==> src/rtl/hilo_pkg.sv <==
package hilo_pkg;
  typedef enum logic [3:0] {
    OP_NONE = 4'd0,
    OP_MULS = 4'd1,
    OP_MULU = 4'd2,
    OP_DIVS = 4'd3,
    OP_DIVU = 4'd4,
    OP_RDHI = 4'd5,
    OP_RDLO = 4'd6,
    OP_WRHI = 4'd7,
    OP_WRLO = 4'd8
  } mdu_op_e;
endpackage

==> src/rtl/hilo_mul.sv <==
module hilo_mul #(
  parameter int W = 32
) (
  input  logic [W-1:0] a_i,
  input  logic [W-1:0] b_i,
  input  logic         signed_i,
  output logic [W-1:0] hi_o,
  output logic [W-1:0] lo_o
);
  localparam int PW = 2 * W;
  logic [PW-1:0] a_ext, b_ext, prod;

  // sign- or zero-extend to full product width; low PW bits are exact
  assign a_ext = {{W{signed_i & a_i[W-1]}}, a_i};
  assign b_ext = {{W{signed_i & b_i[W-1]}}, b_i};
  assign prod  = a_ext * b_ext;
  assign hi_o  = prod[PW-1:W];
  assign lo_o  = prod[W-1:0];
endmodule

==> src/rtl/hilo_div.sv <==
module hilo_div #(
  parameter int W = 32
) (
  input  logic         clk_i,
  input  logic         rst_ni,
  input  logic         start_i,
  input  logic         signed_i,
  input  logic [W-1:0] a_i,
  input  logic [W-1:0] b_i,
  output logic         busy_o,
  output logic         done_o,
  output logic [W-1:0] quo_o,
  output logic [W-1:0] rem_o
);
  localparam int CW = (W > 2) ? $clog2(W) : 1;
  localparam logic [CW-1:0] LAST = CW'(W - 1);

  logic          busy_q, neg_q_q, neg_r_q;
  logic [CW-1:0] cnt_q;
  logic [W-1:0]  rem_q, quo_q, dvs_q;
  logic [W-1:0]  a_mag, b_mag, rem_nx, quo_nx;
  logic [W:0]    trial, diff;
  logic          fits;

  assign a_mag = (signed_i && a_i[W-1]) ? -a_i : a_i;
  assign b_mag = (signed_i && b_i[W-1]) ? -b_i : b_i;

  // one restoring step
  assign trial  = {rem_q, quo_q[W-1]};
  assign diff   = trial - {1'b0, dvs_q};
  assign fits   = ~diff[W];
  assign rem_nx = fits ? diff[W-1:0] : trial[W-1:0];
  assign quo_nx = {quo_q[W-2:0], fits};

  assign done_o = busy_q && (cnt_q == LAST);
  assign busy_o = busy_q;
  assign quo_o  = neg_q_q ? -quo_nx : quo_nx;
  assign rem_o  = neg_r_q ? -rem_nx : rem_nx;

  always_ff @(posedge clk_i or negedge rst_ni) begin
    if (!rst_ni) begin
      busy_q  <= 1'b0;
      cnt_q   <= '0;
      rem_q   <= '0;
      quo_q   <= '0;
      dvs_q   <= '0;
      neg_q_q <= 1'b0;
      neg_r_q <= 1'b0;
    end else if (start_i && !busy_q) begin
      busy_q  <= 1'b1;
      cnt_q   <= '0;
      rem_q   <= '0;
      quo_q   <= a_mag;
      dvs_q   <= b_mag;
      neg_q_q <= signed_i && (a_i[W-1] ^ b_i[W-1]);
      neg_r_q <= signed_i && a_i[W-1];
    end else if (busy_q) begin
      rem_q <= rem_nx;
      quo_q <= quo_nx;
      cnt_q <= cnt_q + 1'b1;
      if (done_o) busy_q <= 1'b0;
    end
  end

  assert_busy_steps_R4: assert property (@(posedge clk_i) disable iff (!rst_ni)
    (busy_q && !done_o) |=> (busy_q && cnt_q == $past(cnt_q) + 1'b1));
  assert_done_ends_busy_R4: assert property (@(posedge clk_i) disable iff (!rst_ni)
    done_o |=> !busy_q);
  assert_start_when_idle_R9: assert property (@(posedge clk_i) disable iff (!rst_ni)
    (start_i && !busy_q) |=> (busy_q && cnt_q == '0));
endmodule

==> src/rtl/hilo_regs.sv <==
module hilo_regs #(
  parameter int W = 32
) (
  input  logic         clk_i,
  input  logic         rst_ni,
  input  logic         hi_we_i,
  input  logic [W-1:0] hi_d_i,
  input  logic         lo_we_i,
  input  logic [W-1:0] lo_d_i,
  output logic [W-1:0] hi_o,
  output logic [W-1:0] lo_o
);
  always_ff @(posedge clk_i or negedge rst_ni) begin
    if (!rst_ni) begin
      hi_o <= '0;
      lo_o <= '0;
    end else begin
      if (hi_we_i) hi_o <= hi_d_i;
      if (lo_we_i) lo_o <= lo_d_i;
    end
  end

  assert_hi_hold_R8: assert property (@(posedge clk_i) disable iff (!rst_ni)
    !hi_we_i |=> $stable(hi_o));
  assert_lo_hold_R8: assert property (@(posedge clk_i) disable iff (!rst_ni)
    !lo_we_i |=> $stable(lo_o));
endmodule

==> src/rtl/hilo_muldiv.sv <==
module hilo_muldiv
  import hilo_pkg::*;
#(
  parameter int W = 32
) (
  input  logic         clk_i,
  input  logic         rst_ni,
  input  logic         req_valid_i,
  input  logic [3:0]   op_i,
  input  logic [W-1:0] a_i,
  input  logic [W-1:0] b_i,
  output logic         busy_o,
  output logic         rd_valid_o,
  output logic [W-1:0] rd_data_o
);
  mdu_op_e     op;
  logic        accept, is_mul, is_div, is_signed, mul_go, div_start, div_zero;
  logic        div_busy, div_done, hi_we, lo_we, rd_go;
  logic [W-1:0] mul_hi, mul_lo, div_q, div_r, hi_d, lo_d, hi_q, lo_q;

  assign op        = mdu_op_e'(op_i);
  assign accept    = req_valid_i && !div_busy;
  assign is_mul    = (op == OP_MULS) || (op == OP_MULU);
  assign is_div    = (op == OP_DIVS) || (op == OP_DIVU);
  assign is_signed = (op == OP_MULS) || (op == OP_DIVS);
  assign mul_go    = accept && is_mul;
  assign div_zero  = (b_i == '0);
  assign div_start = accept && is_div && !div_zero;
  assign rd_go     = accept && ((op == OP_RDHI) || (op == OP_RDLO));

  hilo_mul #(.W(W)) u_mul (
    .a_i(a_i), .b_i(b_i), .signed_i(is_signed), .hi_o(mul_hi), .lo_o(mul_lo)
  );

  hilo_div #(.W(W)) u_div (
    .clk_i(clk_i), .rst_ni(rst_ni), .start_i(div_start), .signed_i(is_signed),
    .a_i(a_i), .b_i(b_i), .busy_o(div_busy), .done_o(div_done),
    .quo_o(div_q), .rem_o(div_r)
  );

  always_comb begin
    hi_we = div_done || mul_go || (accept && op == OP_WRHI);
    lo_we = div_done || mul_go || (accept && op == OP_WRLO);
    if (div_done) begin
      hi_d = div_r;
      lo_d = div_q;
    end else if (mul_go) begin
      hi_d = mul_hi;
      lo_d = mul_lo;
    end else begin
      hi_d = a_i;
      lo_d = a_i;
    end
  end

  hilo_regs #(.W(W)) u_regs (
    .clk_i(clk_i), .rst_ni(rst_ni), .hi_we_i(hi_we), .hi_d_i(hi_d),
    .lo_we_i(lo_we), .lo_d_i(lo_d), .hi_o(hi_q), .lo_o(lo_q)
  );

  always_ff @(posedge clk_i or negedge rst_ni) begin
    if (!rst_ni) begin
      rd_valid_o <= 1'b0;
      rd_data_o  <= '0;
    end else begin
      rd_valid_o <= rd_go;
      if (rd_go) rd_data_o <= (op == OP_RDHI) ? hi_q : lo_q;
    end
  end

  assign busy_o = div_busy;

  assert_no_read_while_busy_R9: assert property (@(posedge clk_i) disable iff (!rst_ni)
    busy_o |=> !rd_valid_o);
  assert_div_zero_idle_R6: assert property (@(posedge clk_i) disable iff (!rst_ni)
    (accept && is_div && div_zero) |=> (!busy_o && $stable(hi_q) && $stable(lo_q)));
  assert_mul_result_R2: assert property (@(posedge clk_i) disable iff (!rst_ni)
    mul_go |=> (hi_q == $past(mul_hi) && lo_q == $past(mul_lo)));
  assert_busy_blocks_write_R9: assert property (@(posedge clk_i) disable iff (!rst_ni)
    (busy_o && !div_done) |=> ($stable(hi_q) && $stable(lo_q)));
endmodule

==> config.mk <==
export PLATFORM = sky130hd
export DESIGN_NAME = hilo_muldiv
export DESIGN_NICKNAME = d
export VERILOG_FILES = /design/src/rtl/hilo_pkg.sv /design/src/rtl/hilo_mul.sv /design/src/rtl/hilo_div.sv /design/src/rtl/hilo_regs.sv /design/src/rtl/hilo_muldiv.sv
export SDC_FILE = /design/constraint.sdc
export NUM_CORES = 2
export LEC_CHECK = 0
export BUFFER_PORTS_ARGS = -buffer_cell sky130_fd_sc_hd__clkbuf_2
export CORE_MARGIN = 2
export CORE_UTILIZATION = 52
export DETAILED_ROUTE_END_ITERATION = 16
export PLACE_DENSITY = 0.69
export SETUP_SLACK_MARGIN = 0.4
export SLEW_MARGIN = 20
export SYNTH_ARGS = -nofsm -noshare
export SYNTH_HDL_FRONTEND = slang
export SYNTH_SLANG_ARGS = --single-unit
==> constraint.sdc <==
create_clock -name clk_i -period 7.1 [get_ports clk_i]
set_input_delay 1.065 -clock clk_i [delete_from_list [all_inputs] [get_ports clk_i]]
set_output_delay 1.065 -clock clk_i [all_outputs]
set_load 0.01 [all_outputs]
After elaboration in Yosys (flattened, before gate mapping)
Index checks and enable logic that the tools add are counted.
{"block": "op_classes", "n_addsub": 6, "multipliers": 1, "eq_ne": 9, "n_mux": 19, "bitwise_logic": 4, "n_reduce_logical": 23}
{"operator": "32-bit two-way mux", "n": 14}
{"operator": "32-bit negator", "n": 4}
{"operator": "33-bit by 33-bit multiplier with 64-bit output", "n": 1}
{"operator": "33-bit by 32-bit subtractor with 33-bit output", "n": 1}
{"operator": "32-bit logical NOT", "n": 1}
{"operator": "4-bit by 3-bit == test with 1-bit output (second input constant)", "n": 4}
{"operator": "1-bit logical AND", "n": 12}
{"operator": "5-bit two-way mux", "n": 2}
{"operator": "4-bit by 2-bit == test with 1-bit output (second input constant)", "n": 2}
{"operator": "1-bit logical OR", "n": 7}
{"operator": "5-bit by 1-bit adder with 5-bit output (second input constant)", "n": 1}
{"operator": "5-bit == test (second input constant)", "n": 1}
{"operator": "4-bit by 1-bit == test with 1-bit output (second input constant)", "n": 1}
{"operator": "4-bit == test (second input constant)", "n": 1}
{"operator": "1-bit two-way mux", "n": 3}
{"operator": "1-bit bitwise AND", "n": 2}
{"operator": "1-bit logical NOT", "n": 2}
{"operator": "2-bit nonzero test", "n": 1}
{"operator": "1-bit inverter", "n": 1}
{"operator": "1-bit bitwise XOR", "n": 1}
{"block": "totals", "register_bits": 201, "input_bits": 71, "out_inout_bits": 34, "word_cells": 73}

Logic depth before layout (Yosys ltp)
{"block": "depth", "depth_word": 6, "mapped_depth": 33, "mapped_depth_nobuf": 30}

Cells and area by module
A second synthesis with hierarchy kept.
{"block": "hier_totals", "cells_unflattened": 6011, "area_unflattened_um2": 53677.7}
{"module": "hilo_mul", "instances": 1, "cells_each": 4192, "area_each_um2": 38049.0, "seq_area_each_um2": 0.0}
{"module": "hilo_div", "instances": 1, "cells_each": 1243, "area_each_um2": 9626.7, "seq_area_each_um2": 2602.5}
{"module": "hilo_muldiv", "instances": 1, "cells_each": 440, "area_each_um2": 3311.9, "seq_area_each_um2": 825.8}
{"module": "hilo_regs", "instances": 1, "cells_each": 136, "area_each_um2": 2690.1, "seq_area_each_um2": 1601.5}

Worst setup path after synthesis
Ideal clock, no wire load.
{"block": "synth_timing", "path_kind": "input to register", "start": "input port op_i[0]", "end": "register u_regs.hi_o[30]", "setup_time_ns": 0.094, "arrival_time_ns": 9.633, "t_required_ns": 7.006, "setup_slack_ns": -2.627, "path_stages": 30, "path_buffers": 4, "path_cell_list": "clkbuf_1 > nor3b_1 > and2_1 > clkbuf_1 > buf_1 > nand2_1 > inv_1 > fa_1 > inv_1 > fa_1 > inv_1 > fa_1 > fa_1 > inv_1 > fa_1 > inv_1 > fa_1 > inv_1 > fa_1 > fa_1 > inv_1 > ha_1 > clkbuf_1 > a21oi_1 > o21ai_0 > o41a_1 > a311oi_1 > o31ai_1 > xnor2_1 > a211oi_1"}
{"block": "synth_between", "elab_chain_cells": 6, "elab_cells_between_ends": 15, "classes_between": "mul: 1; eq/ne: 4; mux: 2; bitwise: 2; reduce/logical: 6"}
{"element": "from (decl)", "line": "hilo_muldiv.sv:9", "rtl": "input logic [3:0] op_i,"}
{"element": "4-bit by 1-bit == test with 1-bit output or 4-bit by 2-bit == test with 1-bit output (tied branches)", "line": "hilo_muldiv.sv:23, hilo_muldiv.sv:25"}
{"element": "1-bit logical OR", "line": "hilo_muldiv.sv:25", "rtl": "assign is_signed = (op == OP_MULS) || (op == OP_DIVS);"}
{"element": "1-bit bitwise AND (on tied branches)", "line": "hilo_mul.sv:14, hilo_mul.sv:15"}
{"element": "33-bit by 33-bit multiplier with 64-bit output", "line": "hilo_mul.sv:16", "rtl": "assign prod = a_ext * b_ext;"}
{"element": "32-bit two-way mux", "line": "hilo_muldiv.sv:47", "rtl": "end else if (mul_go) begin"}
{"element": "32-bit two-way mux", "line": "hilo_muldiv.sv:44", "rtl": "if (div_done) begin"}
{"element": "to (signal assigned)", "line": "hilo_regs.sv:18", "rtl": "if (hi_we_i) hi_o <= hi_d_i;"}
{"element": "to (decl)", "line": "hilo_regs.sv:10", "rtl": "output logic [W-1:0] hi_o,"}
Several ways; a longest one is shown, not always the timed one.
A chain may end at the register's enable or synchronous reset.

Final worst setup path
{"block": "layout_timing", "start": "input port op_i[0]", "end": "register u_regs.hi_o[16]"}
Same word-level chain as after synthesis.

==> impl_metrics.json <==
{
  "gp_congestion": 0.956,
  "status": "finished, violations left",
  "drt_iter0_drc": 3532,
  "fillers": 8395,
  "gr-total-overflow": 0,
  "min_period_ns": 8.24,
  "synthCells": 5958,
  "finalMaxSlewViolations": 0,
  "fin_crit_sh_pct": 116,
  "synthMuxAreaShare_pct": 1.16,
  "antenna_found_initial": 11,
  "slew_headroom_pct": 26.0,
  "ant_nets": 0,
  "wl_met3_mm": 12.1,
  "fp-row-count": 116,
  "synth_area_sq_mm": 0.0522,
  "hp-class": "flip-flop to flip-flop",
  "cts_sinks": 201,
  "grt_pass1_vias": 46209,
  "layout-drive-gt1-share_pct": 18.8,
  "core_sq_mm": 0.0997,
  "crit_type": "input pin to flip-flop",
  "synth_top_family_by_area": "adder cells",
  "synth_seq_cells": 201,
  "synth_xor_xnor_area_share_pct": 3.49,
  "cpMaxStageDelayCell": "fa_1",
  "design_area_sq_mm": 0.0617,
  "yosysSeqAreaShare_pct": 9.64,
  "layout_common_cells": "1155 x inv_1, 1082 x fa_1, 983 x nand2_1, 510 x buf_4, 274 x and2_1",
  "crit_top_cell": "fa_1",
  "syn_to_final_growth_pct": 18.3,
  "grt_max_degree": 100,
  "cts_tree": "built",
  "place_hpwl_mm": 134,
  "fin_ws_ns": -1.14,
  "ys_types": 82,
  "vias": 43498,
  "drv_cap": 0,
  "yosys_warnings": 0,
  "met1_length_mm": 64.9,
  "hold_violations": 0,
  "port_buffers": 104,
  "cts-root-buf": "clkbuf_16",
  "fmax_mhz": 121,
  "synth_area_leaders": "fa_1 43%, dfrtp_1 9.6%, inv_1 8.7%",
  "synth_adder_area_share_pct": 49.2,
  "start_util_pct": 52.3,
  "dr.pass1.iters": 6,
  "yosysTopAreaCell": "fa_1",
  "grt_use_total_pct": 32.8,
  "fin_nets": 7799,
  "clk_pin_slew_ns": 0.07,
  "grt_setup_unrepaired": "true",
  "cts_buffers": 21,
  "violations": "setup timing",
  "clockBufferDepth": 3,
  "synth_edf_count": 0,
  "cpPeakStageDelay_ns": 0.54,
  "h-tree-depth": 1,
  "die_area_sq_mm": 0.103,
  "mostFrequentLayoutCell": "inv_1",
  "cp-start-kind": "input pin",
  "synth_ff_type": "dfrtp_1",
  "insertion_delay_ns": 0.53,
  "yosysTopAreaCellShare_pct": 43.2,
  "worstMarginPinSlew_ns": 1.11,
  "dieHeight_um": 321,
  "wl_mm": 165,
  "die_x_um": 321,
  "syn-num-nets": 7406,
  "synth_compound_area_share_pct": 9.48,
  "routedWlPerCell_um": 21.5,
  "met2_length_mm": 80.3,
  "syn_avg_cell_area_sq_um": 8.76,
  "async_reset_ff_share_pct": 100,
  "setup_violations": 45,
  "crit_arrival_ns": 8.68,
  "place_area_sq_mm": 0.0581,
  "num_io_pins": 105,
  "skew_ns": 0.0130,
  "grt_pass1_wl_mm": 261,
  "synth-simple-area-share_pct": 15.5,
  "end_kind": "flip-flop",
  "top_layer": "met5",
  "cp_max_fo": 6,
  "required_ns": 7.54,
  "drc": 0,
  "viasPerCell": 5.67
}
state kept, by name (all words and copies together) (netlist names):
signal and count:
rd_data_o 32, rd_valid_o 1, u_div.busy_o 1, u_div.cnt_q 5, u_div.dvs_q 32, u_div.neg_q_q 1, u_div.neg_r_q 1, u_div.quo_q 32
u_div.rem_q 32, u_regs.hi_o 32, u_regs.lo_o 32
worst max-delay path: cells and delay by family:
kind	cells	cell delay [ns]
buffers and inverters	12	1.01
AO/OA/AOI/OAI	7	1.18
AND/OR/NAND/NOR	6	1.09
adder cells (fa/ha/maj)	9	4.29
stage by stage:
stage	setup TNS (ns)	instances	setup WS (ns)	hold slack (ns)	utilization (%)
global placement	-66.23	7526	-1.91	0.462	58.3
finish	-33.65	7670	-1.14	0.480	61.9
global route	-41.96	7669	-1.34	0.524	61.9
floorplan	-36.15	5958	-1.50	0.450	-
CTS	-28.64	7624	-0.986	0.488	60.9
detailed placement	-68.45	7526	-1.98	0.472	58.3
kinds of logic (layout without fill, tap and decap cells):
family,after synthesis,count (layout)
simple gates,1766,1766
buf+inv,1590,1995
fa+ha+maj,1377,1377
compound gates,756,756
xor+xnor,208,208
flops,201,201
mux,60,60
other cells,0,9
cells in the mapped netlist (all sizes together) (95+ instances only):
master  count
fa       1126
nor2      161
clkbuf    283
a21oi     144
xnor2     113
o21ai     223
buf       101
inv      1206
nand2    1015
xor2       95
ha        251
and2      296
dfrtp     201
worst paths after layout:
kind                              endpoint  slack (ns)  cells past startpoint      startpoint
max                        u_regs.hi_o[16]       -1.14                     34         op_i[0]
max in group asynchronous  u_regs.lo_o[21]        5.16                      2          rst_ni
min in group asynchronous   u_div.cnt_q[1]        0.63                      1          rst_ni
min                           rd_data_o[0]        0.48                      2    rd_data_o[0]
max reg2reg                u_regs.lo_o[30]        0.72                     19  u_div.rem_q[8]
min reg2reg                   rd_data_o[0]        0.48                      2    rd_data_o[0]
routing by layer:
layer / vias to the layer above / global-route usage, %
li1: 18996 / -
met2: 1658 / 54.6
met1: 22491 / 43.5
met3: 351 / 4.65
met4: 2 / 12.8
met5: - / 0
final cells by class:
| cell class | instances | area, sq um | area share [%] |
|---|---|---|---|
| multi-input combinational | 4167 | 43200 | 70.0 |
| clock inverter | 10 | 91.3 | 0.148 |
| inverter | 1206 | 4550 | 7.37 |
| tap | 1298 | 1620 | 2.63 |
| clock buffer | 25 | 551 | 0.892 |
| antenna | 9 | 22.5 | 0.0365 |
| timing repair buffer | 754 | 6650 | 10.8 |
| sequential | 201 | 5030 | 8.15 |
timing repair:
action,in CTS,in global routing
gates cloned,4,1
pin swaps,158,158
resized for setup,326,186
endpoints found under the setup margin,49,52
hold buffers,0,0
setup buffers,59,36
Power is not shown: default switching activity piles up to over one toggle a cycle in this logic, so the estimate is an artifact.
